<file path="config.mk">
export PLATFORM = sky130hd
export DESIGN_NAME = secded16_edac
export DESIGN_NICKNAME = d
export VERILOG_FILES = /design/src/rtl/secded_pkg.sv /design/src/rtl/edac_codec.sv /design/src/rtl/edac_ctrl.sv /design/src/rtl/edac_datapath.sv /design/src/rtl/secded16_edac.sv
export SDC_FILE = /design/constraint.sdc
export NUM_CORES = 1
export LEC_CHECK = 0
export ABC_AREA = 1
export CAP_MARGIN = 20
export CORE_MARGIN = 1.5
export CORE_UTILIZATION = 45
export DETAILED_ROUTE_END_ITERATION = 6
export PLACE_DENSITY = 0.68
export SYNTH_ARGS = -nofsm -noshare
export SYNTH_HDL_FRONTEND = slang
export SYNTH_SLANG_ARGS = --single-unit
</file>
<file path="constraint.sdc">
create_clock -name clk -period 3.3 [get_ports clk]
set_clock_uncertainty 0.15 [all_clocks]
set_input_delay 0.495 -clock clk [delete_from_list [all_inputs] [get_ports clk]]
set_output_delay 0.495 -clock clk [all_outputs]
set_load 0.1 [all_outputs]
</file>
<file path="src/rtl/secded_pkg.sv">
package secded_pkg;
  localparam int DATA_W = 16;
  localparam int CHK_W  = 6;
  // check bits kept with inverted sense so all-0 / all-1 words fail
  localparam logic [CHK_W-1:0] INV_MASK = 6'b000011;

  typedef enum logic [1:0] {
    MODE_ENC  = 2'b00,
    MODE_LOAD = 2'b01,
    MODE_CORR = 2'b10,
    MODE_FLAG = 2'b11
  } mode_e;

  typedef struct packed {
    logic capture;
    logic encDrive;
    logic corrDrive;
    logic flagEn;
  } strobe_t;

  // column of the parity matrix for one data bit: distinct weight-3 codes
  function automatic logic [CHK_W-1:0] colMask(input int idx);
    logic [CHK_W-1:0] m;
    case (idx)
      0:  m = 6'h13;
      1:  m = 6'h23;
      2:  m = 6'h0D;
      3:  m = 6'h0E;
      4:  m = 6'h15;
      5:  m = 6'h25;
      6:  m = 6'h16;
      7:  m = 6'h19;
      8:  m = 6'h26;
      9:  m = 6'h1A;
      10: m = 6'h29;
      11: m = 6'h2A;
      12: m = 6'h32;
      13: m = 6'h31;
      14: m = 6'h1C;
      15: m = 6'h2C;
      default: m = '0;
    endcase
    return m;
  endfunction

  // row of the parity matrix, derived from the columns
  function automatic logic [DATA_W-1:0] rowMask(input int row);
    logic [DATA_W-1:0] r;
    logic [CHK_W-1:0]  c;
    r = '0;
    for (int i = 0; i < DATA_W; i++) begin
      c = colMask(i);
      r[i] = c[row];
    end
    return r;
  endfunction
endpackage

</file>
<file path="src/rtl/edac_codec.sv">
module edac_codec
  import secded_pkg::*;
(
  input  logic [DATA_W-1:0] data,
  output logic [CHK_W-1:0]  check
);
  logic [CHK_W-1:0] rawParity;

  for (genvar r = 0; r < CHK_W; r++) begin : g_row
    localparam logic [DATA_W-1:0] ROW_M = rowMask(r);
    assign rawParity[r] = ^(data & ROW_M);
  end

  assign check = rawParity ^ INV_MASK;
endmodule

</file>
<file path="src/rtl/edac_ctrl.sv">
module edac_ctrl
  import secded_pkg::*;
(
  input  logic       clk,
  input  logic       rstN,
  input  logic [1:0] mode,
  output strobe_t    strb
);
  logic s1Prev;

  always_ff @(posedge clk or negedge rstN) begin
    if (!rstN) s1Prev <= 1'b0;
    else       s1Prev <= mode[1];
  end

  always_comb begin
    strb.capture   = (mode == MODE_FLAG) && !s1Prev;
    strb.encDrive  = (mode == MODE_ENC);
    strb.corrDrive = (mode == MODE_CORR);
    strb.flagEn    = mode[1];
  end
endmodule

</file>
<file path="src/rtl/edac_datapath.sv">
module edac_datapath
  import secded_pkg::*;
(
  input  logic              clk,
  input  logic              rstN,
  input  strobe_t           strb,
  input  logic [DATA_W-1:0] dataIn,
  input  logic [CHK_W-1:0]  chkIn,
  output logic [DATA_W-1:0] dataOut,
  output logic              dataOe,
  output logic [CHK_W-1:0]  chkOut,
  output logic              chkOe,
  output logic              singleErr,
  output logic              doubleErr
);
  logic [DATA_W-1:0] capData;
  logic [CHK_W-1:0]  capChk;
  logic [CHK_W-1:0]  liveChk;
  logic [CHK_W-1:0]  capRecalc;
  logic [CHK_W-1:0]  syn;
  logic              synOdd, anyErr, isSingle, isDouble;
  logic [DATA_W-1:0] flipVec;
  logic [DATA_W-1:0] corrData;

  edac_codec encLive (.data(dataIn),  .check(liveChk));
  edac_codec encCap  (.data(capData), .check(capRecalc));

  always_ff @(posedge clk or negedge rstN) begin
    if (!rstN) begin
      capData <= '0;
      capChk  <= '0;
    end else if (strb.capture) begin
      capData <= dataIn;
      capChk  <= chkIn;
    end
  end

  assign syn      = capChk ^ capRecalc;
  assign synOdd   = ^syn;
  assign anyErr   = |syn;
  assign isSingle = anyErr && synOdd;
  assign isDouble = anyErr && !synOdd;

  for (genvar i = 0; i < DATA_W; i++) begin : g_flip
    localparam logic [CHK_W-1:0] COL = colMask(i);
    assign flipVec[i] = isSingle && (syn == COL);
  end

  assign corrData = capData ^ flipVec;

  always_ff @(posedge clk or negedge rstN) begin
    if (!rstN) begin
      dataOut   <= '0;
      dataOe    <= 1'b0;
      chkOut    <= '0;
      chkOe     <= 1'b0;
      singleErr <= 1'b0;
      doubleErr <= 1'b0;
    end else begin
      dataOe    <= strb.corrDrive;
      chkOe     <= strb.encDrive || strb.corrDrive;
      dataOut   <= strb.corrDrive ? corrData : '0;
      if (strb.encDrive)       chkOut <= liveChk;
      else if (strb.corrDrive) chkOut <= syn;
      else                     chkOut <= '0;
      singleErr <= strb.flagEn && anyErr;
      doubleErr <= strb.flagEn && isDouble;
    end
  end
endmodule

</file>
<file path="src/rtl/secded16_edac.sv">
module secded16_edac
  import secded_pkg::*;
(
  input  logic              clk,
  input  logic              rstN,
  input  logic [1:0]        mode,
  input  logic [DATA_W-1:0] dataIn,
  input  logic [CHK_W-1:0]  chkIn,
  output logic [DATA_W-1:0] dataOut,
  output logic              dataOe,
  output logic [CHK_W-1:0]  chkOut,
  output logic              chkOe,
  output logic              singleErr,
  output logic              doubleErr
);
  strobe_t strb;

  edac_ctrl ctrl_i (
    .clk(clk), .rstN(rstN), .mode(mode), .strb(strb)
  );

  edac_datapath dp_i (
    .clk(clk), .rstN(rstN), .strb(strb),
    .dataIn(dataIn), .chkIn(chkIn),
    .dataOut(dataOut), .dataOe(dataOe),
    .chkOut(chkOut), .chkOe(chkOe),
    .singleErr(singleErr), .doubleErr(doubleErr)
  );
endmodule

</file>
==> results of run 1 <==
==> power by group through the flow <==
stage | registers, W | clock network (W) | logic, W
2_1_floorplan | 0.00107 | 0 | 0.00143
3_3_place_gp | 0.000776 | 0 | 0.00188
3_5_place_dp | 0.000778 | 0 | 0.00191
4_1_cts | 0.000766 | 0.000365 | 0.00191
5_1_grt | 0.000781 | 0.000394 | 0.00211
6_report | 0.000768 | 0.000359 | 0.00192
==> registers in the layout, summed over array words and instances, names as in the netlist <==
name / flops
dp_i.capData: 16
dp_i.dataOut: 16
dp_i.capChk: 6
dp_i.chkOut: 6
ctrl_i.s1Prev: 1
dp_i.chkOe: 1
dp_i.dataOe: 1
dp_i.doubleErr: 1
dp_i.singleErr: 1
==> cells in the mapped netlist (2+ instances only) <==
cell type	instances	area [sq um]
nand2_1	177	664
nor2_1	73	274
dfrtp_1	49	1230
nand3_1	43	215
inv_1	41	154
xnor2_1	27	236
a21oi_1	18	90.1
xor2_1	14	123
nand3_2	13	130
inv_2	11	41.3
nand2_2	11	68.8
nand4_1	5	31.3
o22ai_1	5	31.3
buf_6	4	45.0
nand2_4	4	45.0
clkbuf_1	3	11.3
mux2_2	3	33.8
nand3b_1	3	22.5
o21ai_0	3	15.0
buf_2	2	10.0
ha_1	2	25.0
==> area by class of cell <==
class	count	area [sq um]
fill	761	3530
clock inverter	2	10.0
inverter	52	195
sequential	49	1230
multi-input combinational	404	2040
timing repair buffer	55	485
clock buffer	6	72.6
tap	102	128
==> per-stage QoR <==
stage	setup slack, ns	utilization, %	cell area (sq um)	hold slack, ns
finish	0.355	54.1	4160	0.392
global route	0.0454	54.1	4160	0.423
CTS	0.393	53.7	4130	0.281
detailed placement	0.410	52.6	4050	0.377
global placement	0.427	52.6	4050	0.363
floorplan	0.817	-	3560	0.0494
==> kinds of logic after synthesis <==
group | after synthesis | share of synthesized area (%)
XOR/XNOR | 41 | 10.1
AND/OR/NAND/NOR | 332 | 41.8
multiplexers | 3 | 0.949
buffers and inverters | 64 | 8.22
adder cells (fa/ha/maj) | 2 | 0.703
flip-flops | 49 | 34.4
AO/OA/AOI/OAI | 26 | 3.83
==> worst paths after layout <==
kind	startpoint	slack, ns	end
max reg2reg	dp_i.capData[7]	0.35	dp_i.dataOut[2]
max in group asynchronous	rstN	2.00	dp_i.capChk[0]
min in group asynchronous	rstN	0.49	dp_i.singleErr
min	dp_i.capChk[2]	0.39	dp_i.capChk[2]
min reg2reg	dp_i.capChk[2]	0.39	dp_i.capChk[2]
max	dp_i.capData[7]	0.35	dp_i.dataOut[2]
==> routing by layer <==
| metal | up-vias | global-route usage [%] | wire length [um] |
|---|---|---|---|
| met5 | - | 0 | 0 |
| met4 | 0 | 5.13 | 91 |
| met3 | 9 | 3.07 | 662 |
| met2 | 145 | 35.6 | 4120 |
| li1 | 1704 | - | - |
| met1 | 1537 | 31.2 | 3910 |
==> results.cfg, run 1 <==
[global_route]
grt_max_degree = 50
grt_overflow = 0
antenna_found_initial = 0
grt_pass1_vias = 3111
grt_pass1_wl_um = 14800
track_usage_pct = 22.0

[job]
cap_violations = 0

[worst_setup_path]
cp.depth = 17
reg2reg_depth = 17
endpoint_kind = register
path_class = reg -> reg
cp-start-kind = register
required_ns = 3.38
path_max_fanout = 21
cp.buffers_inverters = 3
worst_path_max_delay_cell = dfrtp_1
critical-path-max-stage-delay_ns = 0.49
crit_path_frequent_cell = nand2_1
worstPathCellList = inv_1 > nand2_1 > nand2_1 > nand2_1 > nand2_1 > inv_1 > nand3_1 > nand2_1 > inv_1 > ha_1 > xor2_1 > nand3_4 > nand2_4 > nand3_2 > nand2_1 > nand2_1 > nor2_1
critical_path.top_delay_family = simple AND/OR/NAND/NOR gates
worst_ep_arrival_time_ns = 3.03

[logic_synthesis]
synth.distinct_cells = 27
ys_ff_latch = 49
ys.flop_type = dfrtp_1
syn_nets = 545
seq_area_frac_synth_pct = 34.4
ys_async_sr_fraction_pct = 100
syn_area_sq_um = 3560
syn_avg_cell_area_sq_um = 6.89
yosys_warnings = 0
synthCells = 517
synth_edf_count = 0

[clocking]
path_clk_slew_ns = 0.10
cts-hold-fix-buffers = 0
cts_max_level = 2
clock_sinks = 49
post_cts_resized = 0
clock_latency_ns = 0.31
postCtsSetupRepairBufs = 0
cts_buffers = 5
cts_tree = yes
ctsRootBufferMaster = clkbuf_8
cts_buffer_depth = 2

[timing]
worst_slew_pin_slew_ns = 0.530
fmax_ghz = 0.340
post-route-period-util_pct = 89.2
hold_viol = 0
setup_tns_ns = 0
rsz0062_at_grt = no
slew_headroom_pct = 64.6
drv_slew = 0
setup_viol = 0
period_needed_ns = 2.95

[power_and_ir_drop]
ir_worst_vdd_mv = 0.522
p_per_area_nw_per_um2 = 733
swShare_pct = 55.0
p_comb_share_pct = 63.0
pwr-share-seq_pct = 25.2
clock_power_share_pct = 11.8
netSwitchingPower_w = 0.00168
power_leakage_nw = 2.18
power.internal_w = 0.00137
power_w = 0.00305

[layout]
antennaDiodeCount = 0
layout_common_cells = nand2_1, nor2_1, dfrtp_1
final_common_cell = nand2_1
stdcell_count = 670
drive_gt1_share_pct = 14.4
fin_nets = 595
syn_to_final_growth_pct = 16.8

[drt]
ant_nets = 0
drc = 0
vias_per_cell = 5.07
dr.pass1.iters = 5
drtIter0Drc = 250
wire_per_inst_um = 13.1
wirelength_um = 8780
vias = 3395

[placement]
globalplace.congestion = 0.966
place.port_buffers = 51
dp_hpwl_um = 6670
dp.cells = 660

[hold_path]
hold_depth = 1
hold_class = reg -> reg

[floorplanning]
pin_count = 52
die_x_um = 91.9
die-area_sq_um = 8450
num_rows = 32
coreArea_sq_um = 7690
start_util_pct = 46.3
die_h_um = 91.9

[status]
status = finished clean
Note: power is estimated with default switching activity, not from simulation.
==> inputs of run 2 (changes only) <==
--- a/config.mk
+++ b/config.mk
@@ -7,6 +7,7 @@
 export LEC_CHECK = 0
 export ABC_AREA = 1
 export CAP_MARGIN = 20
+export CORE_ASPECT_RATIO = 1.4
 export CORE_MARGIN = 1.5
 export CORE_UTILIZATION = 45
 export DETAILED_ROUTE_END_ITERATION = 6
==> constraint.sdc (replaced) <==
create_clock -name clk -period 3.63 [get_ports clk]
set_clock_uncertainty 0.15 [all_clocks]
set_input_delay 0.5445 -clock clk [delete_from_list [all_inputs] [get_ports clk]]
set_output_delay 0.5445 -clock clk [all_outputs]
set_load 0.1 [all_outputs]
==> run 2 against run 1 <==
Worst setup slack improved by 0.37 ns. Global-route usage decreased by 0.077 points. Sequential power decreased by 9.1%. Die area about the same. Non-clock buffer count decreased by 1. Routed wire length decreased by 2.7%. Final cell count decreased by 0.60%. Largest power group unchanged. Highest routed layer unchanged.
==> results.cfg, run 2 (synthesized netlist as in run 1, its figures left out) <==
[drt]
vias = 3366
wire_per_inst_um = 12.8
vias_per_cell = 5.05
wirelength_um = 8550
dr.pass1.iters = 5
drtIter0Drc = 174
ant_nets = 0
drc = 0

[layout]
layout_common_cells = nand2_1, nor2_1, clkdlybuf4s50_1
fin_nets = 594
syn_to_final_growth_pct = 18.4
reg_top3 = dp_i.capData (16), dp_i.dataOut (16)
final_common_cell = nand2_1
antennaDiodeCount = 0
drive_gt1_share_pct = 9.72
final_area_sq_um = 4210

[placement]
place.port_buffers = 51
globalplace.congestion = 0.933
place_area_sq_um = 4110
dp_hpwl_um = 6690

[floorplanning]
pin_count = 52
die_x_um = 78.2
start_util_pct = 46.2
die_h_um = 108
die-area_sq_um = 8460
coreArea_sq_um = 7700
num_rows = 38

[timing]
fmax_ghz = 0.344
post-route-period-util_pct = 80.0
slew_headroom_pct = 34.0
rsz0062_at_grt = no
worst_slew_pin_slew_ns = 0.986
hold_viol = 0
period_needed_ns = 2.91
setup_viol = 0
drv_slew = 0
holdWs_ns = 0.0537
setup_tns_ns = 0

[worst_setup_path]
crit-reg2reg-capture = dp_i.dataOut[15]
worstSetupStartpoint = dp_i.capData[4]
reg2reg_slack_ns = 0.72
worstReg2RegStart = dp_i.capData[4]
required_ns = 3.68
cp-start-kind = register
endpoint_kind = register
worst_ep_arrival_time_ns = 2.95
path_max_fanout = 21
reg2reg_depth = 17
path_class = reg -> reg
crit_end = dp_i.dataOut[15]

[power_and_ir_drop]
power_leakage_nw = 2.13
p_per_area_nw_per_um2 = 660
ir_worst_vdd_mv = 0.446

[clocking]
postCtsSetupRepairBufs = 0
cts_max_level = 2
clock_latency_ns = 0.31
ctsRootBufferMaster = clkbuf_8
cts_buffer_depth = 2
cts_tree = yes
cts-hold-fix-buffers = 0
post_cts_resized = 0
clock_sinks = 49
cts_buffers = 5
path_clk_slew_ns = 0.09

[global_route]
antenna_found_initial = 0
grt_overflow = 0
grt_pass1_wl_um = 14400
track_usage_pct = 21.9
grt_pass1_vias = 3079
grt_max_degree = 50

[job]
cap_violations = 0

[status]
status = finished clean

[hold_path]
hold_class = in -> async
==> run 2: layout make-up <==
type                            instances  area, sq um
Tap cell                              100          125
Clock buffer                            7         86.3
Timing Repair Buffer                   54          541
Multi-Input combinational cell        404         2040
Fill cell                             780         3490
Inverter                               52          195
Sequential cell                        49         1230
==> run 2: how the worst min path moves through the flow <==
stage	startpoint	end	slack, ns	cells after the start
2_1_floorplan	rstN	ctrl_i.s1Prev	0.1	0
3_3_place_gp	dp_i.capChk[1]	dp_i.capChk[1]	0.37	1
3_5_place_dp	dp_i.capChk[1]	dp_i.capChk[1]	0.37	1
4_1_cts	rstN	dp_i.chkOut[5]	0.32	1
5_1_grt	rstN	dp_i.capChk[4]	0.08	1
6_report	rstN	dp_i.capChk[4]	0.05	1
==> run 2: through the flow <==
stage	total power, W	util, %	setup slack [ns]	cells
final	0.00278	54.7	0.725	666
after CTS	0.00279	54.5	0.761	665
after detailed placement	0.00245	53.3	0.791	658
after global routing	0.00300	54.7	0.477	666
after floorplan	0.00228	-	1.15	517
after global placement	0.00243	53.3	0.866	658
==> run 2: layer usage <==
metal	global-route usage, %	up-vias	wire length (um)
li1	-	1709	-
met4	13.5	0	403
met5	0	-	0
met3	3.21	24	365
met1	26.6	1531	3630
met2	36.5	102	4150
==> run 2: worst max-delay path, cell delays in order, from the launching register on <==
cell	delay (ns)
dfrtp_1	0.43
inv_1	0.22
nand2_1	0.14
nand3_1	0.12
nand2_1	0.06
nand2_1	0.09
nand3_1	0.14
nand2_2	0.14
inv_1	0.08
ha_1	0.28
xor2_1	0.28
inv_1	0.09
nand3_2	0.10
nand2_4	0.17
nand3_1	0.15
nand2_1	0.07
nand2_1	0.06
nor2_1	0.04
==> run 2: where the power goes <==
group	internal, W	switching [W]
registers	0.000625	0.0000724
clock network	0.000151	0.000173
logic	0.000502	0.00126
